`config.mk`:
```
export PLATFORM = sky130hd
export DESIGN_NAME = planar_write_path
export DESIGN_NICKNAME = d
export VERILOG_FILES = /design/src/rtl/pwd_pkg.sv /design/src/rtl/pwd_rotator.sv /design/src/rtl/pwd_latch_bank.sv /design/src/rtl/pwd_lane.sv /design/src/rtl/planar_write_path.sv
export SDC_FILE = /design/constraint.sdc
export NUM_CORES = 1
export LEC_CHECK = 0
export ABC_AREA = 1
export BUFFER_PORTS_ARGS = -buffer_cell sky130_fd_sc_hd__buf_2
export CAP_MARGIN = 10
export CELL_PAD_IN_SITES_DETAIL_PLACEMENT = 1
export CELL_PAD_IN_SITES_GLOBAL_PLACEMENT = 1
export CORE_ASPECT_RATIO = 1.5
export CORE_MARGIN = 2
export CORE_UTILIZATION = 30
export CTS_BUF_LIST = sky130_fd_sc_hd__clkbuf_8 sky130_fd_sc_hd__clkbuf_16
export CTS_CLUSTER_DIAMETER = 150
export DETAILED_ROUTE_END_ITERATION = 8
export PLACE_DENSITY = 0.66
export SLEW_MARGIN = 20
export SYNTH_ARGS = -nofsm -noshare
export SYNTH_HDL_FRONTEND = slang
export SYNTH_HIERARCHICAL = 1
export SYNTH_SLANG_ARGS = --single-unit
```
`constraint.sdc`:
```
create_clock -name clk -period 5.33 [get_ports clk]
set_input_delay 1.066 -clock clk [delete_from_list [all_inputs] [get_ports clk]]
set_output_delay 1.066 -clock clk [all_outputs]
set_load 0.005 [all_outputs]
```
`src/rtl/pwd_pkg.sv`:
```
package pwd_pkg;

   typedef enum logic [1:0] {
      WM_DIRECT = 2'd0,
      WM_LATCH  = 2'd1,
      WM_EXPAND = 2'd2,
      WM_MASKED = 2'd3
   } wmode_e;

   typedef enum logic [1:0] {
      OP_PASS = 2'd0,
      OP_AND  = 2'd1,
      OP_OR   = 2'd2,
      OP_XOR  = 2'd3
   } op_e;

endpackage

```
`src/rtl/pwd_rotator.sv`:
```
module pwd_rotator #(
   parameter int W  = 8,
   parameter int CW = $clog2(W)
) (
   input  logic [W-1:0]  din,
   input  logic [CW-1:0] amt,
   output logic [W-1:0]  dout
);
   localparam int DW = 2 * W;

   logic [DW-1:0] doubled;

   // rotate right by shifting a doubled copy
   assign doubled = {din, din} >> amt;
   assign dout    = doubled[W-1:0];
endmodule

```
`src/rtl/pwd_latch_bank.sv`:
```
module pwd_latch_bank #(
   parameter int P = 4,
   parameter int W = 8
) (
   input  logic         clk,
   input  logic         rst_n,
   input  logic         load,
   input  logic [P*W-1:0] din,
   output logic [P*W-1:0] q
);
   always_ff @(posedge clk) begin
      if (!rst_n)    q <= '0;
      else if (load) q <= din;
   end

   // all planes captured together on a read
   a_r3_latch_capture: assert property (@(posedge clk) disable iff (!rst_n)
      load |=> (q == $past(din)));

   a_r3_latch_hold: assert property (@(posedge clk) disable iff (!rst_n)
      !load |=> $stable(q));
endmodule

```
`src/rtl/pwd_lane.sv`:
```
module pwd_lane #(
   parameter int W = 8
) (
   input  logic [W-1:0] host_rot,
   input  logic         host_bit,
   input  logic         fill_bit,
   input  logic         fill_en,
   input  logic [1:0]   mode,
   input  logic [1:0]   op,
   input  logic [W-1:0] bitmask,
   input  logic [W-1:0] latch,
   output logic [W-1:0] result
);
   import pwd_pkg::*;

   wmode_e      m;
   op_e         o;
   logic [W-1:0] src;
   logic [W-1:0] msk;
   logic [W-1:0] alu;

   assign m = wmode_e'(mode);
   assign o = op_e'(op);

   always_comb begin
      src = host_rot;
      msk = bitmask;
      unique case (m)
         WM_DIRECT: src = fill_en ? {W{fill_bit}} : host_rot;
         WM_EXPAND: src = {W{host_bit}};
         WM_MASKED: begin
            src = {W{fill_bit}};
            msk = host_rot & bitmask;
         end
         default: ;
      endcase

      unique case (o)
         OP_AND:  alu = src & latch;
         OP_OR:   alu = src | latch;
         OP_XOR:  alu = src ^ latch;
         default: alu = src;
      endcase

      if (m == WM_LATCH) result = latch;
      else               result = (alu & msk) | (latch & ~msk);
   end
endmodule

```
`src/rtl/planar_write_path.sv`:
```
module planar_write_path #(
   parameter int PLANES = 4,
   parameter int LANE_W = 8,
   localparam int ROT_W = $clog2(LANE_W),
   localparam int BUS_W = PLANES * LANE_W
) (
   input  logic              clk,
   input  logic              rst_n,
   input  logic [LANE_W-1:0] host_wdata,
   input  logic              wr_req,
   input  logic              rd_req,
   input  logic [BUS_W-1:0]  rd_planes,
   input  logic [PLANES-1:0] cfg_fill,
   input  logic [PLANES-1:0] cfg_fill_en,
   input  logic [ROT_W-1:0]  cfg_rot,
   input  logic [1:0]        cfg_func,
   input  logic [1:0]        cfg_wmode,
   input  logic [LANE_W-1:0] cfg_bitmask,
   input  logic [PLANES-1:0] cfg_plane_we,
   output logic [BUS_W-1:0]  wr_data,
   output logic [PLANES-1:0] wr_strobe
);
   import pwd_pkg::*;

   // elaboration-time parameter checks
   if (LANE_W < 2 || (LANE_W & (LANE_W - 1)) != 0) begin : g_bad_lane
      $error("LANE_W must be a power of two of at least 2");
   end
   if (PLANES < 1 || PLANES > LANE_W) begin : g_bad_planes
      $error("PLANES must lie between 1 and LANE_W");
   end

   logic [BUS_W-1:0]  latch_q;
   logic [LANE_W-1:0] host_rot;
   logic [BUS_W-1:0]  next_data;

   pwd_rotator #(.W(LANE_W), .CW(ROT_W)) u_rot (
      .din  (host_wdata),
      .amt  (cfg_rot),
      .dout (host_rot)
   );

   pwd_latch_bank #(.P(PLANES), .W(LANE_W)) u_latch (
      .clk   (clk),
      .rst_n (rst_n),
      .load  (rd_req),
      .din   (rd_planes),
      .q     (latch_q)
   );

   for (genvar p = 0; p < PLANES; p++) begin : g_lane
      pwd_lane #(.W(LANE_W)) u_lane (
         .host_rot (host_rot),
         .host_bit (host_wdata[p]),
         .fill_bit (cfg_fill[p]),
         .fill_en  (cfg_fill_en[p]),
         .mode     (cfg_wmode),
         .op       (cfg_func),
         .bitmask  (cfg_bitmask),
         .latch    (latch_q[p*LANE_W +: LANE_W]),
         .result   (next_data[p*LANE_W +: LANE_W])
      );
   end

   always_ff @(posedge clk) begin
      if (!rst_n) begin
         wr_data   <= '0;
         wr_strobe <= '0;
      end else begin
         wr_strobe <= wr_req ? cfg_plane_we : '0;
         if (wr_req) wr_data <= next_data;
      end
   end

   // strobes drop and data holds without a request
   a_r2_idle_strobe: assert property (@(posedge clk) disable iff (!rst_n)
      !wr_req |=> (wr_strobe == '0));
   a_r2_idle_hold: assert property (@(posedge clk) disable iff (!rst_n)
      !wr_req |=> $stable(wr_data));
   // strobe follows plane enable mask
   a_r11_strobe_gate: assert property (@(posedge clk) disable iff (!rst_n)
      wr_req |=> (wr_strobe == $past(cfg_plane_we)));
   // latch copy mode (also R12: pre-read latch contents)
   a_r7_latch_copy: assert property (@(posedge clk) disable iff (!rst_n)
      (wr_req && cfg_wmode == 2'd1) |=> (wr_data == $past(latch_q)));
   // protected bits keep latch value in mode 0 and mode 2
   a_r10_mask_keep: assert property (@(posedge clk) disable iff (!rst_n)
      (wr_req && !cfg_wmode[0]) |=>
         (((wr_data ^ $past(latch_q)) & ~{PLANES{$past(cfg_bitmask)}}) == '0));
endmodule

```
---- Yosys cells after proc, flatten, opt, wreduce, memory -nomap -nowiden ----
Index checks and enable logic that the tools add are counted.
word-level totals
  register bits ........................... 68
  bits in latches ......................... 0
  RAM bits ................................ 0
  ROM bits ................................ 0
  input port bits ......................... 71
  output and inout bits ................... 36
  logic and storage cells ................. 55
  memories kept ........................... 0
cells by class
  add/sub/neg operators ................... 0
  $mul .................................... 0
  div/mod/pow operators ................... 0
  order comparisons ....................... 0
  eq/ne operators ......................... 6
  shift-type cells ........................ 1
  multiplexer cells ....................... 17
  bitwise operators ....................... 26
  reductions and logical operators ........ 2
operators with widths
  operator                                                         number
  8-bit one-hot mux with 3 select lines                            8
  8-bit AND                                                        13
  8-bit two-way mux                                                9
  8-bit OR                                                         8
  8-bit bitwise XOR                                                4
  16-bit by 3-bit right shift with 8-bit output                    1
  2-bit == test, second input constant                             4
  8-bit inverter                                                   1
  2-bit by 1-bit == test with 1-bit output, second input constant  2
  2-bit logical NOT                                                1
  2-bit AND reduction                                              1

---- Depth between registers and ports, before layout ----
Gate-level depths: netlist of run 1.
  depth after elaboration ................. 8
  gate-level depth with buffers ........... 21
  gate-level depth less buffers ........... 20

---- By module ----
Netlist of run 1, hierarchy kept.
modules (own cells, without submodules)
  module                            instances  cells each  area an instance (µm²)  seq. area each (µm²)
  pwd_lane at g_lane[1].u_lane ...  3          177         859.6                   0.0
  planar_write_path                 1          216         1447.6                  720.7
  pwd_latch_bank                    1          202         1335.0                  640.6
  pwd_lane at g_lane[0].u_lane      1          185         1053.5                  0.0
  pwd_rotator                       1          62          336.6                   0.0

---- Worst setup path after synthesis of run 1 ----
OpenSTA, ideal clock, no wires.
  path type ............................... input -> register
  start point ............................. in cfg_rot[0]
  end point ............................... reg wr_data[0]
  library setup time ...................... 113 ps
  data arrival time ....................... 2782 ps
  data required time ...................... 5217 ps
  path slack .............................. 2436 ps
  stages .................................. 20
  path buffers ............................ 1
  path through ............................ buf_6 inv_8 nand2_2 nand3_1 nand3_1 nand2_1 inv_1 nor2_1 nor2_4 nand2_1 ha_1 a22o_1 inv_2 nand2_1 nand2_1 nand2_1 inv_1 nand2_1 nand2_1 nor2_1
between the ends
  word-level cells in the longest chain between the ends .. 8
  elaborated cells on any way between the ends .. 14
  classes of those cells .................. shift (1); mux (5); bitwise (8)
ends and longest elaborated chain
  item                                             line                     source
  start: declaration                               planar_write_path.sv:15  input logic [ROT_W-1:0] cfg_rot,
  16-bit by 3-bit right shift with 8-bit output *  pwd_rotator.sv:14        assign doubled = {din, din} >> amt;
  named net host_rot[0]                            planar_write_path.sv:34  logic [LANE_W-1:0] host_rot;
  8-bit two-way mux                                pwd_lane.sv:29           WM_DIRECT: src = fill_en ? {W{fill_bit}} : host_rot;
  8-bit one-hot mux with 3 select lines            pwd_lane.sv:28           unique case (m)
  8-bit bitwise XOR, or another cell as far along  pwd_lane.sv:41           OP_XOR: alu = src ^ latch;
  8-bit one-hot mux with 3 select lines            pwd_lane.sv:38           unique case (o)
  8-bit AND                                        pwd_lane.sv:46           else result = (alu & msk) | (latch & ~msk);
  8-bit OR *                                       pwd_lane.sv:46
  8-bit two-way mux *                              pwd_lane.sv:45           if (m == WM_LATCH) result = latch;
  named net next_data[0]                           planar_write_path.sv:35  logic [BUS_W-1:0] next_data;
  end signal: assignment                           planar_write_path.sv:71  if (wr_req) wr_data <= next_data;
  end: declaration                                 planar_write_path.sv:20  output logic [BUS_W-1:0] wr_data,
The timed path passes the listed nets; every way through them passes the cells marked *.
A chain may end at the register's enable or synchronous reset.

---- Worst setup path in the final report of run 1 ----
  start point ............................. in cfg_wmode[0]
  end point ............................... reg wr_data[30]
between the ends
  word-level cells in the longest chain between the ends .. 7
  elaborated cells on any way between the ends .. 15
  classes of those cells .................. eq/ne (3); mux (4); bitwise (7); reduce/logical (1)
ends and longest elaborated chain
  item                                                line                     source
  start: declaration                                  planar_write_path.sv:17  input logic [1:0] cfg_wmode,
  2-bit == test or 2-bit logical NOT (tied branches)  pwd_lane.sv:28
  8-bit one-hot mux with 3 select lines               pwd_lane.sv:28
  8-bit bitwise XOR, or another cell as far along     pwd_lane.sv:41
  8-bit one-hot mux with 3 select lines               pwd_lane.sv:38
  8-bit AND                                           pwd_lane.sv:46
  8-bit OR                                            pwd_lane.sv:46
  8-bit two-way mux *                                 pwd_lane.sv:45
  named net next_data[30]                             planar_write_path.sv:35
Marks and branches as above.

==> flow_metrics.env, run 1 <==
export IMPL_antenna_left=0
export IMPL_place_hpwl_um=17450
export IMPL_clock_sinks=68
export IMPL_p_total_mw=1.801
export IMPL_place_congestion=0.8247
export IMPL_netlist_instances=1196
export IMPL_diodes=0
export IMPL_firstDrtPassIters=4
export IMPL_relSlewSlack=0.4080
export IMPL_ir_worst_vdd_uv=152.0
export IMPL_htreeDepth=3
export IMPL_clkPwrFrac=0.369
export IMPL_fp_coreArea_mm2=0.02222
export IMPL_worstSetupPathType="input pin to register"
export IMPL_tns_ps=0
export IMPL_initial_utilization=0.3039
export IMPL_arrival_ps=3490
export IMPL_hold_violations=0
export IMPL_cts_made_buffers=9
export IMPL_p_per_area_mw_per_mm2=235.7
export IMPL_post_cts_resized=0
export IMPL_p_int_mw=1.158
export IMPL_crit_slowest_cell="buf_2"
export IMPL_cts_path_max_buffers=2
export IMPL_areaGrowthSynthToFinish_pct=13.18
export IMPL_crit_path_max_incr_delay_ps=410
export IMPL_post_route_period_util=0.6093
export IMPL_antenna_found_initial=1
export IMPL_drive_gt1_frac=0.1461
export IMPL_io_pins=107
export IMPL_portBuffers=106
export IMPL_path_cells="buf_2 -> inv_1 -> nand2_1 -> nand3_2 -> nand3_1 -> ha_1 -> nand2_1 -> nand2_1 -> o21ai_0 -> nand2_1 -> nand2_1 -> nand2_1 -> inv_1 -> nand2_1 -> nand2_1 -> nor2_1"
export IMPL_utilization=0.3440
export IMPL_holdPathStages=2
export IMPL_cp_required_ps=5580
export IMPL_p_comb_frac=0.312
export IMPL_postCtsSetupBuffers=0
export IMPL_drc=0
export IMPL_cp_common_cell="nand2_1"
export IMPL_ctsHoldBuffers=0
export IMPL_total_leakage_power_nw=4.513
export IMPL_vias=7480
export IMPL_switchingPower_mw=0.6438
export IMPL_root_buffer="clkbuf_16"
export IMPL_drt_iter0_drc=331
export IMPL_wl_per_cell_um=14.78
export IMPL_grt_pass1_wl_um=38350
export IMPL_die_area_mm2=0.02375
export IMPL_rows=67
export IMPL_ys_ff_latch=68
export IMPL_fin_crit_ps=3248
export IMPL_skew_ps=12.96
export IMPL_grt_pass1_vias=7596
export IMPL_die_w_um=126.5
export IMPL_stdcell_count=1563
export IMPL_synth_cell_types=31
export IMPL_dp_cells=1547
export IMPL_cp_max_fo=18
export IMPL_status="completed"
export IMPL_slew_viol_final=0
export IMPL_grt_max_degree=65
export IMPL_yosys_warnings=6
export IMPL_routed_wl_um=23100
export IMPL_p_seq_frac=0.319
export IMPL_path_clk_slew_ps=60
export IMPL_synth_seq_area_share=0.2016
export IMPL_netlist_area_mm2=0.006751
export IMPL_drv_cap=0
export IMPL_gr_total_overflow=0
export IMPL_grt_total_usage=0.2000
export IMPL_syn_avg_cell_area_um2=5.645
export IMPL_p_sw_frac=0.3574
export IMPL_die_y_um=187.7
export IMPL_synth_fp_nets=1299
export IMPL_dp_slack_ps=1749
export IMPL_routed_via_density=4.786
export IMPL_start_kind="input pin"
export IMPL_setup_viol=0
export IMPL_setup_worst_path_end_class="register"
export IMPL_nets=1385
export IMPL_worst_pin_slew_ps=888.0
export IMPL_setup_ws_ps=2082
export IMPL_min_path_type="register to register"
export IMPL_rsz0062_at_grt="no"
export IMPL_clock_latency_ps=350
export IMPL_fmax_mhz=307.9
export IMPL_cts_tree="built"
export IMPL_ff2ff_path_depth=11
[power groups by stage]
stage	registers (mW)	logic [mW]	clock network (mW)
final	0.575	0.562	0.664
after global routing	0.581	0.654	0.702
after CTS	0.576	0.569	0.687
after detailed placement	0.588	0.566	0
after global placement	0.587	0.550	0
after floorplan	0.579	0.405	0
[worst paths after layout]
kind	startpoint	end	slack [ps]
setup / recovery	cfg_wmode[0]	wr_data[30]$_SDFFE_PN0P_	2080
hold / removal	wr_data[24]$_SDFFE_PN0P_	wr_data[24]$_SDFFE_PN0P_	470
setup reg to reg	u_latch/q[20]$_SDFFE_PN0P_	wr_data[20]$_SDFFE_PN0P_	3900
hold reg to reg	wr_data[24]$_SDFFE_PN0P_	wr_data[24]$_SDFFE_PN0P_	470
[layer usage]
layer,vias up,share of wire,track usage
li1,3842,-,-
met1,3478,0.44,0.2332
met2,129,0.51,0.3682
met3,29,0.034,0.02825
met4,2,0.021,0.06847
met5,-,0.00056,0
[logic make-up after synthesis]
group                      synth area share
and+or+nand+nor                      0.5287
buffers and inverters                0.1471
DFF                                  0.2016
AOI/OAI and AO/OA                   0.06320
adders and majority gates           0.05930
[state kept, by name (all words and copies together) (netlist names)]
register,cells
u_latch/q,32
wr_data,32
wr_strobe,4
[worst max-delay path, delay by kind of cell]
kind                       cells  cell delay, ps
and+or+nand+nor               11            1220
buffers and inverters          3             840
adders and majority gates      1             250
AOI/OAI and AO/OA              1             110
[cell usage after synthesis (all sizes together)]
cell	number	area (um2)
nand2	492	1893
nor2	213	944.7
inv	173	661.9
nand3	83	525.5
dfxtp	68	1361
buf	34	327.8
ha	32	400.4
o21ai	30	150.1
nand4	24	150.1
o211ai	23	172.7
or2	9	56.31
a21oi	6	30.03
a22o	5	43.79
o211a	3	30.03
clkinv	1	3.750
[layout by cell type, fill, tap and decap left out, types with 13 or more instances in the layout]
master / netlist / layout
buf_2: 9 / 106
dfxtp_1: 68 / 68
ha_1: 32 / 32
inv_1: 158 / 160
inv_2: 13 / 13
nand2_1: 481 / 481
nand3_1: 61 / 61
nand3_2: 22 / 22
nand4_1: 24 / 24
nor2_1: 196 / 196
o211ai_1: 23 / 23
o21ai_0: 29 / 29
[area by class of cell]
cell class	instances	area (um2)
fill	3118	14570
multi-input combinational	920	4397
sequential	68	1361
inverter	174	665.6
timing repair buffer	109	553.0
tap	276	345.3
clock buffer	10	239.0
clock inverter	6	80.08
[per-stage QoR]
| stage | hold WS (ps) | area [um2] |
|---|---|---|
| 6_report | 465.7 | 7641 |
| 5_1_grt | 491.5 | 7641 |
| 4_1_cts | 470.6 | 7641 |
| 3_5_place_dp | 462.8 | 7322 |
| 3_3_place_gp | 453.3 | 7322 |
| 2_1_floorplan | 466.1 | 6751 |
No activity file was read; power rests on OpenSTA's default activity.
==> run 2, diff against run 1 <==
clock period = 3.1 ns   (was 5.33 ns; I/O delays follow)
==> run 2 against run 1 <==
Sequential share of layout area decreased by 0.51 points. Non-clock buffer count grew 22. Via count increased by 0.11%. Hold slack better by 0.97 ps. First-iteration DRC count is 13% lower. Clock skew shrank 5.0 ps. Die area unchanged. Routed wire length increased by 0.17%. Global-route usage shrank 0.18 points. Core utilization is 1.0 points higher. Flip-flop and latch count unchanged.
==> flow_metrics.env, run 2 (synthesis gave the netlist of run 1 again) <==
export IMPL_antenna_left=0
export IMPL_n_fill_cell=3045
export IMPL_grt_total_usage=0.1981
export IMPL_ir_worst_vdd_uv=256.2
export IMPL_wl_per_cell_um=14.58
export IMPL_place_area_mm2=0.007512
export IMPL_slew_viol_final=0
export IMPL_total_leakage_power_nw=4.636
export IMPL_initial_utilization=0.3039
export IMPL_drc=0
export IMPL_portBuffers=106
export IMPL_skew_ps=7.924
export IMPL_layout_commonest_cell="nand2_1"
export IMPL_setup_viol=0
export IMPL_tns_ps=0
export IMPL_post_route_period_util=0.8576
export IMPL_largestRegisters="u_latch/q x32, wr_data x32, wr_strobe x4"
export IMPL_rsz0062_at_grt="no"
export IMPL_vias=7488
export IMPL_cp_required_ps=3350
export IMPL_nets=1407
export IMPL_r2r_start="u_latch/q[11]$_SDFFE_PN0P_"
export IMPL_status="completed"
export IMPL_multiInputGateArea_mm2=0.004397
export IMPL_final_area_mm2=0.007868
export IMPL_arrival_ps=2910
export IMPL_gr_total_overflow=0
export IMPL_die_w_um=126.5
export IMPL_grt_pass1_vias=7413
export IMPL_firstDrtPassIters=4
export IMPL_routed_wl_um=23140
export IMPL_post_cts_resized=0
export IMPL_setup_ws_ps=441.3
export IMPL_worst_pin_slew_ps=597.5
export IMPL_fin_crit_ps=2659
export IMPL_postCtsSetupBuffers=0
export IMPL_fmax_mhz=376.1
export IMPL_dp_slack_ps=134.8
export IMPL_place_congestion=0.8350
export IMPL_path_clk_slew_ps=60
export IMPL_htreeDepth=3
export IMPL_min_from="wr_data[2]$_SDFFE_PN0P_"
export IMPL_place_hpwl_um=18350
export IMPL_cp_max_fo=10
export IMPL_cts_tree="built"
export IMPL_p_per_area_mw_per_mm2=411.5
export IMPL_drt_iter0_drc=287
export IMPL_io_pins=107
export IMPL_setup_worst_path_end_class="register"
export IMPL_die_area_mm2=0.02375
export IMPL_areaGrowthSynthToFinish_pct=16.53
export IMPL_min_path_type="register to register"
export IMPL_die_y_um=187.7
export IMPL_clock_latency_ps=360
export IMPL_relSlewSlack=0.6007
export IMPL_grt_max_degree=40
export IMPL_start_kind="input pin"
export IMPL_cts_made_buffers=9
export IMPL_routed_via_density=4.718
export IMPL_clock_sinks=68
export IMPL_drive_gt1_frac=0.1620
export IMPL_seq_area_mm2=0.001361
export IMPL_antenna_found_initial=0
export IMPL_rows=67
export IMPL_critPathLaunch="cfg_rot[0]"
export IMPL_ctsHoldBuffers=0
export IMPL_hold_violations=0
export IMPL_root_buffer="clkbuf_16"
export IMPL_final_cell_mix="481 x nand2_1, 196 x nor2_1, 158 x inv_1"
export IMPL_cts_path_max_buffers=2
export IMPL_worstSetupPathType="input pin to register"
export IMPL_grt_pass1_wl_um=37710
export IMPL_fp_coreArea_mm2=0.02222
export IMPL_drv_cap=0
## run 2: cell types whose count changed in the layout (fill, tap and decap cells not counted)
cell and delta:
buf_4 +20, buf_12 +2, diode_2 +2, inv_1 -2
bufinv_16 +1, clkinv_4 +1
## run 2: area by class of cell
class,count,share of cell area
flip-flops and latches,68,0.1730
well taps,276,0.04389
repair buffers,131,0.09447
inverters,174,0.08461
clock buffers,10,0.03038
clock inverters,6,0.01415
multi-input cells,920,0.5588
diodes,2,0.0006361
## run 2: final timing paths
kind	slack [ps]	cells past startpoint	to
worst min-delay path	470	2	wr_data[2]$_SDFFE_PN0P_
worst max register to register	1710	11	wr_data[11]$_SDFFE_PN0P_
worst max-delay path	440	21	wr_data[10]$_SDFFE_PN0P_
worst min register to register	470	2	wr_data[2]$_SDFFE_PN0P_
## run 2: through the flow
stage / utilization / total power [mW] / std cells / hold WS, ps
after floorplan: - / 1.692 / 1196 / 466.1
after global placement: 0.3382 / 1.990 / 1569 / 455.3
after detailed placement: 0.3382 / 2.015 / 1569 / 462.2
after CTS: 0.3539 / 3.294 / 1585 / 466.0
after global routing: 0.3539 / 3.477 / 1585 / 481.7
final: 0.3542 / 3.238 / 1587 / 466.7
## run 2: per-layer routing
| layer | up-vias | part of all wire | GRT usage |
|---|---|---|---|
| li1 | 3887 | - | - |
| met1 | 3442 | 0.44 | 0.2385 |
| met2 | 130 | 0.50 | 0.3599 |
| met3 | 29 | 0.032 | 0.02710 |
| met4 | 0 | 0.022 | 0.06128 |
| met5 | - | 0 | 0 |
## run 2: worst max-delay path, stage by stage
cell     delay, ps
buf_2          220
inv_8           80
nand2_2         70
nand3_1        130
nand3_1        100
nand2_1        370
nand2_1        200
nand2_1         60
nand2_1         90
nand3_1        110
ha_1           210
o21ai_0        160
nand2_1         70
inv_1           50
nand2_1         50
nand2_1         50
nand2_1         50
inv_1           80
nand2_1         60
nand2_1         70
nor2_1          40
## run 2: power breakdown
group / switching, mW / internal (mW) / leakage (nW) / total [mW]
combinational: 0.640 / 0.362 / 3.90 / 1.00
clock: 0.441 / 0.808 / 0.169 / 1.25
sequential: 0.0497 / 0.937 / 0.564 / 0.987
